[src/rtl/pcata_pkg.sv]
package pcata_pkg;
    typedef enum logic [1:0] {
        SP_COMMON = 2'd0,
        SP_ATTR   = 2'd1,
        SP_TASK   = 2'd2,
        SP_CTRL   = 2'd3
    } space_e;

    typedef enum logic [2:0] {
        IDLE    = 3'd0,
        RD_FIRE = 3'd1,
        RD_HOLD = 3'd2,
        WR_HOLD = 3'd3,
        WR_FIRE = 3'd4
    } cyc_state_e;

    typedef struct packed {
        space_e     space;
        logic [1:0] lane_en;
        logic       odd_to_low;
        logic       zero_lo;
        logic       zero_hi;
        logic       word16;
    } lane_dec_t;
endpackage

[src/rtl/pcata_sync.sv]
module pcata_sync #(
    parameter int WIDTH  = 2,
    parameter int STAGES = 2
) (
    input  logic             clk,
    input  logic             rst_n,
    input  logic [WIDTH-1:0] async_in,
    output logic [WIDTH-1:0] sync_out
);
    logic [WIDTH-1:0] stage_q [STAGES];

    always_ff @(posedge clk or negedge rst_n) begin
        if (!rst_n) begin
            for (int i = 0; i < STAGES; i++) stage_q[i] <= '0;
        end else begin
            stage_q[0] <= async_in;
            for (int i = 1; i < STAGES; i++) stage_q[i] <= stage_q[i-1];
        end
    end

    assign sync_out = stage_q[STAGES-1];
endmodule

[src/rtl/pcata_lane_decode.sv]
module pcata_lane_decode
    import pcata_pkg::*;
#(
    parameter int ADDR_W  = 11,
    parameter int TF_BITS = 3,
    parameter int CTRL_OFS = 6
) (
    input  logic              ide,
    input  logic              io_mode,
    input  logic [ADDR_W-1:0] addr,
    input  logic              ce1_n,
    input  logic              ce2_n,
    input  logic              reg_n,
    output lane_dec_t         dec,
    output logic [ADDR_W-1:0] idx
);
    logic lo_sel, hi_sel, both, odd_byte, tf_zero;
    logic [1:0] card_lanes;

    assign lo_sel   = !ce1_n;
    assign hi_sel   = !ce2_n;
    assign both     = lo_sel && hi_sel;
    assign odd_byte = (lo_sel && !hi_sel && addr[0]) || (hi_sel && !lo_sel);
    assign tf_zero  = (addr[TF_BITS-1:0] == '0);

    always_comb begin
        if (both)        card_lanes = 2'b11;
        else if (hi_sel) card_lanes = 2'b10;
        else if (lo_sel) card_lanes = addr[0] ? 2'b10 : 2'b01;
        else             card_lanes = 2'b00;
    end

    always_comb begin
        dec = '0;
        idx = '0;
        if (ide) begin
            idx[TF_BITS-1:0] = addr[TF_BITS-1:0];
            if (lo_sel && !hi_sel) begin
                dec.space   = SP_TASK;
                dec.lane_en = tf_zero ? 2'b11 : 2'b01;
                dec.word16  = tf_zero;
            end else if (hi_sel && !lo_sel) begin
                dec.space   = SP_CTRL;
                dec.lane_en = (addr[TF_BITS-1:0] == TF_BITS'(CTRL_OFS)) ? 2'b01 : 2'b00;
            end
        end else begin
            idx        = {addr[ADDR_W-1:1], 1'b0};
            dec.space  = SP_COMMON;
            dec.lane_en    = card_lanes;
            dec.odd_to_low = lo_sel && !hi_sel && addr[0];
            if (io_mode) begin
                dec.space  = SP_TASK;
                dec.word16 = tf_zero && (lo_sel || hi_sel);
                if (reg_n) begin
                    dec.lane_en    = 2'b00;
                    dec.odd_to_low = 1'b0;
                end
            end else if (!reg_n && (lo_sel || hi_sel)) begin
                dec.space      = SP_ATTR;
                dec.odd_to_low = 1'b0;
                if (odd_byte) begin
                    dec.lane_en = 2'b00;
                    dec.zero_lo = 1'b1;
                end else begin
                    dec.lane_en = 2'b01;
                    dec.zero_hi = both;
                end
            end
        end
    end
endmodule

[src/rtl/pcata_cycle_fsm.sv]
module pcata_cycle_fsm
    import pcata_pkg::*;
(
    input  logic clk,
    input  logic rst_n,
    input  logic rd_s,
    input  logic wr_s,
    input  logic lanes_live,
    output logic cap_en,
    output logic rd_pulse,
    output logic wr_pulse
);
    cyc_state_e state_q, state_d;

    always_ff @(posedge clk or negedge rst_n) begin
        if (!rst_n) state_q <= IDLE;
        else        state_q <= state_d;
    end

    always_comb begin
        state_d = state_q;
        unique case (state_q)
            IDLE:    if (rd_s) state_d = RD_FIRE;
                     else if (wr_s) state_d = WR_HOLD;
            RD_FIRE: state_d = RD_HOLD;
            RD_HOLD: if (!rd_s) state_d = IDLE;
            WR_HOLD: if (!wr_s) state_d = WR_FIRE;
            WR_FIRE: state_d = IDLE;
            default: state_d = IDLE;
        endcase
    end

    always_comb begin
        cap_en   = 1'b0;
        rd_pulse = 1'b0;
        wr_pulse = 1'b0;
        unique case (state_q)
            IDLE:    cap_en   = 1'b1;
            RD_FIRE: rd_pulse = lanes_live;
            RD_HOLD: ;
            WR_HOLD: cap_en   = 1'b1;
            WR_FIRE: wr_pulse = lanes_live;
            default: ;
        endcase
    end
endmodule

[src/rtl/pcata_decode.sv]
module pcata_decode
    import pcata_pkg::*;
#(
    parameter int ADDR_W   = 11,
    parameter int SYNC_LEN = 2
) (
    input  logic              clk,
    input  logic              rst_n,
    input  logic [ADDR_W-1:0] host_addr,
    input  logic              ce1_n,
    input  logic              ce2_n,
    input  logic              reg_n,
    input  logic              oe_n,
    input  logic              we_n,
    input  logic              iord_n,
    input  logic              iowr_n,
    input  logic              io_mode,
    output logic              rd_pulse,
    output logic              wr_pulse,
    output logic [ADDR_W-1:0] reg_idx,
    output logic [1:0]        space,
    output logic [1:0]        lane_en,
    output logic              odd_to_low,
    output logic              zero_lo,
    output logic              zero_hi,
    output logic              word16_n,
    output logic              ide_mode
);
    logic              ide_q;
    logic              use_io, card_sel;
    logic [1:0]        raw_req, sync_req;
    lane_dec_t         dec_c, dec_q;
    logic [ADDR_W-1:0] idx_c, idx_q;
    logic              cap_en;

    // Mode strap: sampled every clock while reset is held.
    always_ff @(posedge clk) begin
        if (!rst_n) ide_q <= !oe_n;
    end

    assign use_io   = ide_q || io_mode;
    assign card_sel = !ce1_n || !ce2_n;
    assign raw_req[0] = card_sel && (use_io ? !iord_n : !oe_n);
    assign raw_req[1] = card_sel && (use_io ? !iowr_n : !we_n);

    pcata_sync #(.WIDTH(2), .STAGES(SYNC_LEN)) u_sync (
        .clk      (clk),
        .rst_n    (rst_n),
        .async_in (raw_req),
        .sync_out (sync_req)
    );

    pcata_lane_decode #(.ADDR_W(ADDR_W)) u_dec (
        .ide     (ide_q),
        .io_mode (io_mode),
        .addr    (host_addr),
        .ce1_n   (ce1_n),
        .ce2_n   (ce2_n),
        .reg_n   (reg_n),
        .dec     (dec_c),
        .idx     (idx_c)
    );

    always_ff @(posedge clk or negedge rst_n) begin
        if (!rst_n) begin
            dec_q <= '0;
            idx_q <= '0;
        end else if (cap_en) begin
            dec_q <= dec_c;
            idx_q <= idx_c;
        end
    end

    pcata_cycle_fsm u_fsm (
        .clk        (clk),
        .rst_n      (rst_n),
        .rd_s       (sync_req[0]),
        .wr_s       (sync_req[1]),
        .lanes_live (|dec_q.lane_en),
        .cap_en     (cap_en),
        .rd_pulse   (rd_pulse),
        .wr_pulse   (wr_pulse)
    );

    assign reg_idx    = idx_q;
    assign space      = dec_q.space;
    assign lane_en    = dec_q.lane_en;
    assign odd_to_low = dec_q.odd_to_low;
    assign zero_lo    = dec_q.zero_lo;
    assign zero_hi    = dec_q.zero_hi;
    assign word16_n   = !dec_q.word16;
    assign ide_mode   = ide_q;
endmodule

[config.mk]
export PLATFORM = sky130hd
export DESIGN_NAME = pcata_decode
export DESIGN_NICKNAME = d
export VERILOG_FILES = /design/src/rtl/pcata_pkg.sv /design/src/rtl/pcata_sync.sv /design/src/rtl/pcata_lane_decode.sv /design/src/rtl/pcata_cycle_fsm.sv /design/src/rtl/pcata_decode.sv
export SDC_FILE = /design/constraint.sdc
export NUM_CORES = 1
export LEC_CHECK = 0
export ABC_CLOCK_PERIOD_IN_PS = 3300
export BUFFER_PORTS_ARGS = -buffer_cell sky130_fd_sc_hd__buf_2
export CAP_MARGIN = 10
export CORE_ASPECT_RATIO = 0.6
export CORE_MARGIN = 4
export CORE_UTILIZATION = 40
export DETAILED_ROUTE_END_ITERATION = 8
export GPL_TIMING_DRIVEN = 0
export HOLD_SLACK_MARGIN = 0.03
export PLACE_DENSITY = 0.6
export SETUP_SLACK_MARGIN = 0.1
export SLEW_MARGIN = 20
export SYNTH_ARGS = -nofsm -noshare
export SYNTH_HDL_FRONTEND = slang
export SYNTH_HIERARCHICAL = 1
export SYNTH_SLANG_ARGS = --single-unit
[constraint.sdc]
create_clock -name clk -period 3.3 [get_ports clk]
set_clock_uncertainty 0.15 [all_clocks]
set_input_delay 0.495 -clock clk [delete_from_list [all_inputs] [get_ports clk]]
set_output_delay 0.495 -clock clk [all_outputs]
set_load 0.02 [all_outputs]
==> flow_summary.yaml <==
critical_path:
  cp-end-kind: "output port"
  worst-path-buf-inv: 1
  ff2ff_setup_slack_ns: 1.64
  start_kind: "flip-flop"
  cp_max_fo: 3
  ff2ff_path_depth: 5
  path_cells: "or2_2 -> and4bb_2 -> buf_2"
  crit_end: "wr_pulse"
  worstReg2RegEnd: "zero_hi$_DFFE_PN0P_"
  critical_path_class: "flip-flop to output port"
  required_ns: 2.65
  startpoint: "lane_en[1]$_DFFE_PN0P_"
  crit_cells: 3
  timing.rr.start: "u_fsm/state_q[1]$_DFFE_PN0P_"
  cp_top_family: "simple AND/OR/NAND/NOR gates"
  critPathMaxStageDelay_ns: 0.42
  arrival_ns: 1.39
  slowest_stage: "dfrtp_1"
finish:
  register_area_um2: 681
  nets: 193
  multi_input_area_um2: 677
  nFillCells: 324
  drive_above_1_share_pct: 50.9
  area_delta_synth_final_pct: 21.2
  diodes: 0
synthesis:
  synth_area_leaders: "dfrtp_1 44%, mux2_4 18%, buf_4 4.0%, ha_1 3.4%, nor2b_1 3.4%"
  syn_area_um2: 1490
  ys_warn_count: 6
  synth.avg_cell_area_um2: 12.3
  yosysTopAreaCellShare_pct: 43.8
  seq_area_frac_synth_pct: 45.8
  yosysTopAreaCell: "dfrtp_1"
  ys_seq_elements: 27
  ys_types: 32
  postSynthNetCount: 146
  synthCells: 121
drt:
  ant_nets: 0
  drtPass1Iterations: 3
  drc_errors: 0
  vias: 1021
  drt-initial-drc-count: 47
  wl_per_cell_um: 14.3
  drt-total-wl_mm: 3.04
  viasPerCell: 4.82
pwr:
  ir_drop_mv: 0.386
  pwr_density_cell_nw_per_um2: 835
  power.leakage_nw: 0.942
  power_mw: 1.50
placed_design:
  dpl.hpwl_mm: 2.23
  gp_congestion: 0.746
  io_buffers: 42
timing:
  slew_viol_final: 0
  slew_headroom_pct: 60.5
  setup_violations: 0
  max_freq_mhz: 492
  finalCritPeriodShare_pct: 61.6
  layout_min_cycle_time_ns: 2.03
  rsz0062_at_grt: "false"
  worst_slew_pin_slew_ns: 0.593
  setup_tns_ns: 0
  hold_viol: 0
status:
  status: "complete, no violations"
clock_network:
  numCtsBuffers: 3
  htreeDepth: 1
  clock_latency_ns: 0.27
  ctsResizeCount: 0
  ctsHoldBuffers: 0
  post_cts_buffers: 0
  root_buffer: "clkbuf_8"
  cts_tree: "done"
  clkTransAtPathRegs_ns: 0.10
  clock_sinks: 27
  cts.path.max_buffers: 2
die:
  start_util_pct: 43.6
  die_area_um2: 4780
  fp-row-count: 16
  chipWidth_um: 86.7
  core_um2: 3400
  ios: 43
  dieHeight_um: 55.2
job:
  cap_violations: 0
min_path:
  hp-class: "input pin to asynchronous set/reset pin"
grt:
  grtUsageTotal_pct: 13.8
  grt_pass1_wl_mm: 5.23
  overflow: 0
  antenna_found_initial: 0
  grt_max_degree: 28
  grt_pass1_vias: 1122
-- flip-flops by register name, indices dropped and copies added (netlist names) --
signal / count
u_sync/stage_q: 2
u_fsm/state_q: 3
odd_to_low: 1
dec_q: 1
space: 2
ide_mode: 1
lane_en: 2
zero_hi: 1
zero_lo: 1
reg_idx: 11
u_sync/sync_out: 2
-- worst min-delay path by stage --
stage                              endpoint                         from  cells past startpoint
2_1_floorplan          dec_q[0]$_DFFE_PN0P_                        rst_n                      0
3_3_place_gp   u_sync/sync_out[0]$_DFF_PN0_  u_sync/stage_q[2]$_DFF_PN0_                      0
3_5_place_dp   u_sync/sync_out[0]$_DFF_PN0_  u_sync/stage_q[2]$_DFF_PN0_                      0
4_1_cts                space[1]$_DFFE_PN0P_                        rst_n                      1
5_1_grt                space[1]$_DFFE_PN0P_                        rst_n                      1
6_report               space[1]$_DFFE_PN0P_                        rst_n                      1
-- report_power, final --
part | switching (mW) | leakage (nW) | total (mW) | internal, mW
logic | 0.381 | 0.578 | 0.807 | 0.427
registers | 0.0677 | 0.342 | 0.505 | 0.437
clock network | 0.105 | 0.0217 | 0.191 | 0.0857
total | 0.554 | 0.942 | 1.50 | 0.950
-- cells by family after synthesis --
logic type / share of synthesized area, %
AO/OA/AOI/OAI: 8.26
flip-flops: 45.8
XOR/XNOR: 0.590
AND/OR/NAND/NOR: 14.4
multiplexers: 19.0
adder cells (fa/ha/maj): 3.37
buffers and inverters: 8.59
-- through the flow --
stage               instances  utilization [%]  hold WS (ns)  setup WS, ns  cell area [µm²]
global route              212             52.9         0.107          1.20             1800
global placement          208             51.5         0.187          1.32             1750
finish                    212             52.9        0.0649          1.27             1800
CTS                       212             52.9        0.0812          1.25             1800
detailed placement        208             51.5         0.189          1.31             1750
floorplan                 121                -        0.0494          1.58             1490
-- cell type report --
class                      count  area share (%)
sequential                    27            37.8
multi-input combinational     76            37.6
timing repair buffer          42            11.7
buffer                        12            5.84
tap                           45            3.13
clock buffer                   3            2.29
inverter                       6            1.25
clock inverter                 1           0.417
-- cells in the mapped netlist --
| cell | count |
|---|---|
| a211oi_1 | 1 |
| a21o_1 | 1 |
| a21oi_1 | 5 |
| a221oi_1 | 2 |
| a2bb2oi_1 | 1 |
| and2_2 | 1 |
| and2b_1 | 1 |
| and3_1 | 1 |
| and4b_2 | 1 |
| and4bb_2 | 3 |
| buf_4 | 8 |
| buf_6 | 4 |
| dfrtp_1 | 26 |
| edfxtp_1 | 1 |
| ha_1 | 4 |
| inv_1 | 6 |
| mux2_2 | 1 |
| mux2_4 | 18 |
| nand2_1 | 7 |
| nand2_2 | 1 |
| nand3_1 | 1 |
| nor2_1 | 6 |
| nor2b_1 | 8 |
| nor4_4 | 1 |
| o211ai_1 | 1 |
| o21a_1 | 2 |
| o21ai_0 | 4 |
| o22ai_1 | 1 |
| o31ai_1 | 1 |
| or2_2 | 1 |
| or3_1 | 1 |
| xor2_1 | 1 |
-- metal layers --
| layer | GRT usage (%) | share of wire [%] | up-vias |
|---|---|---|---|
| met2 | 22.1 | 42 | 32 |
| met3 | 5.50 | 8.6 | 2 |
| met1 | 18.3 | 49 | 487 |
| li1 | - | - | 500 |
| met5 | 0 | 0 | - |
| met4 | 1.33 | 0.26 | 0 |
-- cells in the final DEF (no fill, tap or decap), drive strengths merged, types with 4 or more instances in the layout --
cell type | Yosys | layout
inv | 6 | 6
ha | 4 | 4
o21ai | 4 | 4
buf | 12 | 54
nand2 | 8 | 8
nor2b | 8 | 8
nor2 | 6 | 6
mux2 | 19 | 19
a21oi | 5 | 5
dfrtp | 26 | 26
Power figures use the tool's default switching activity.
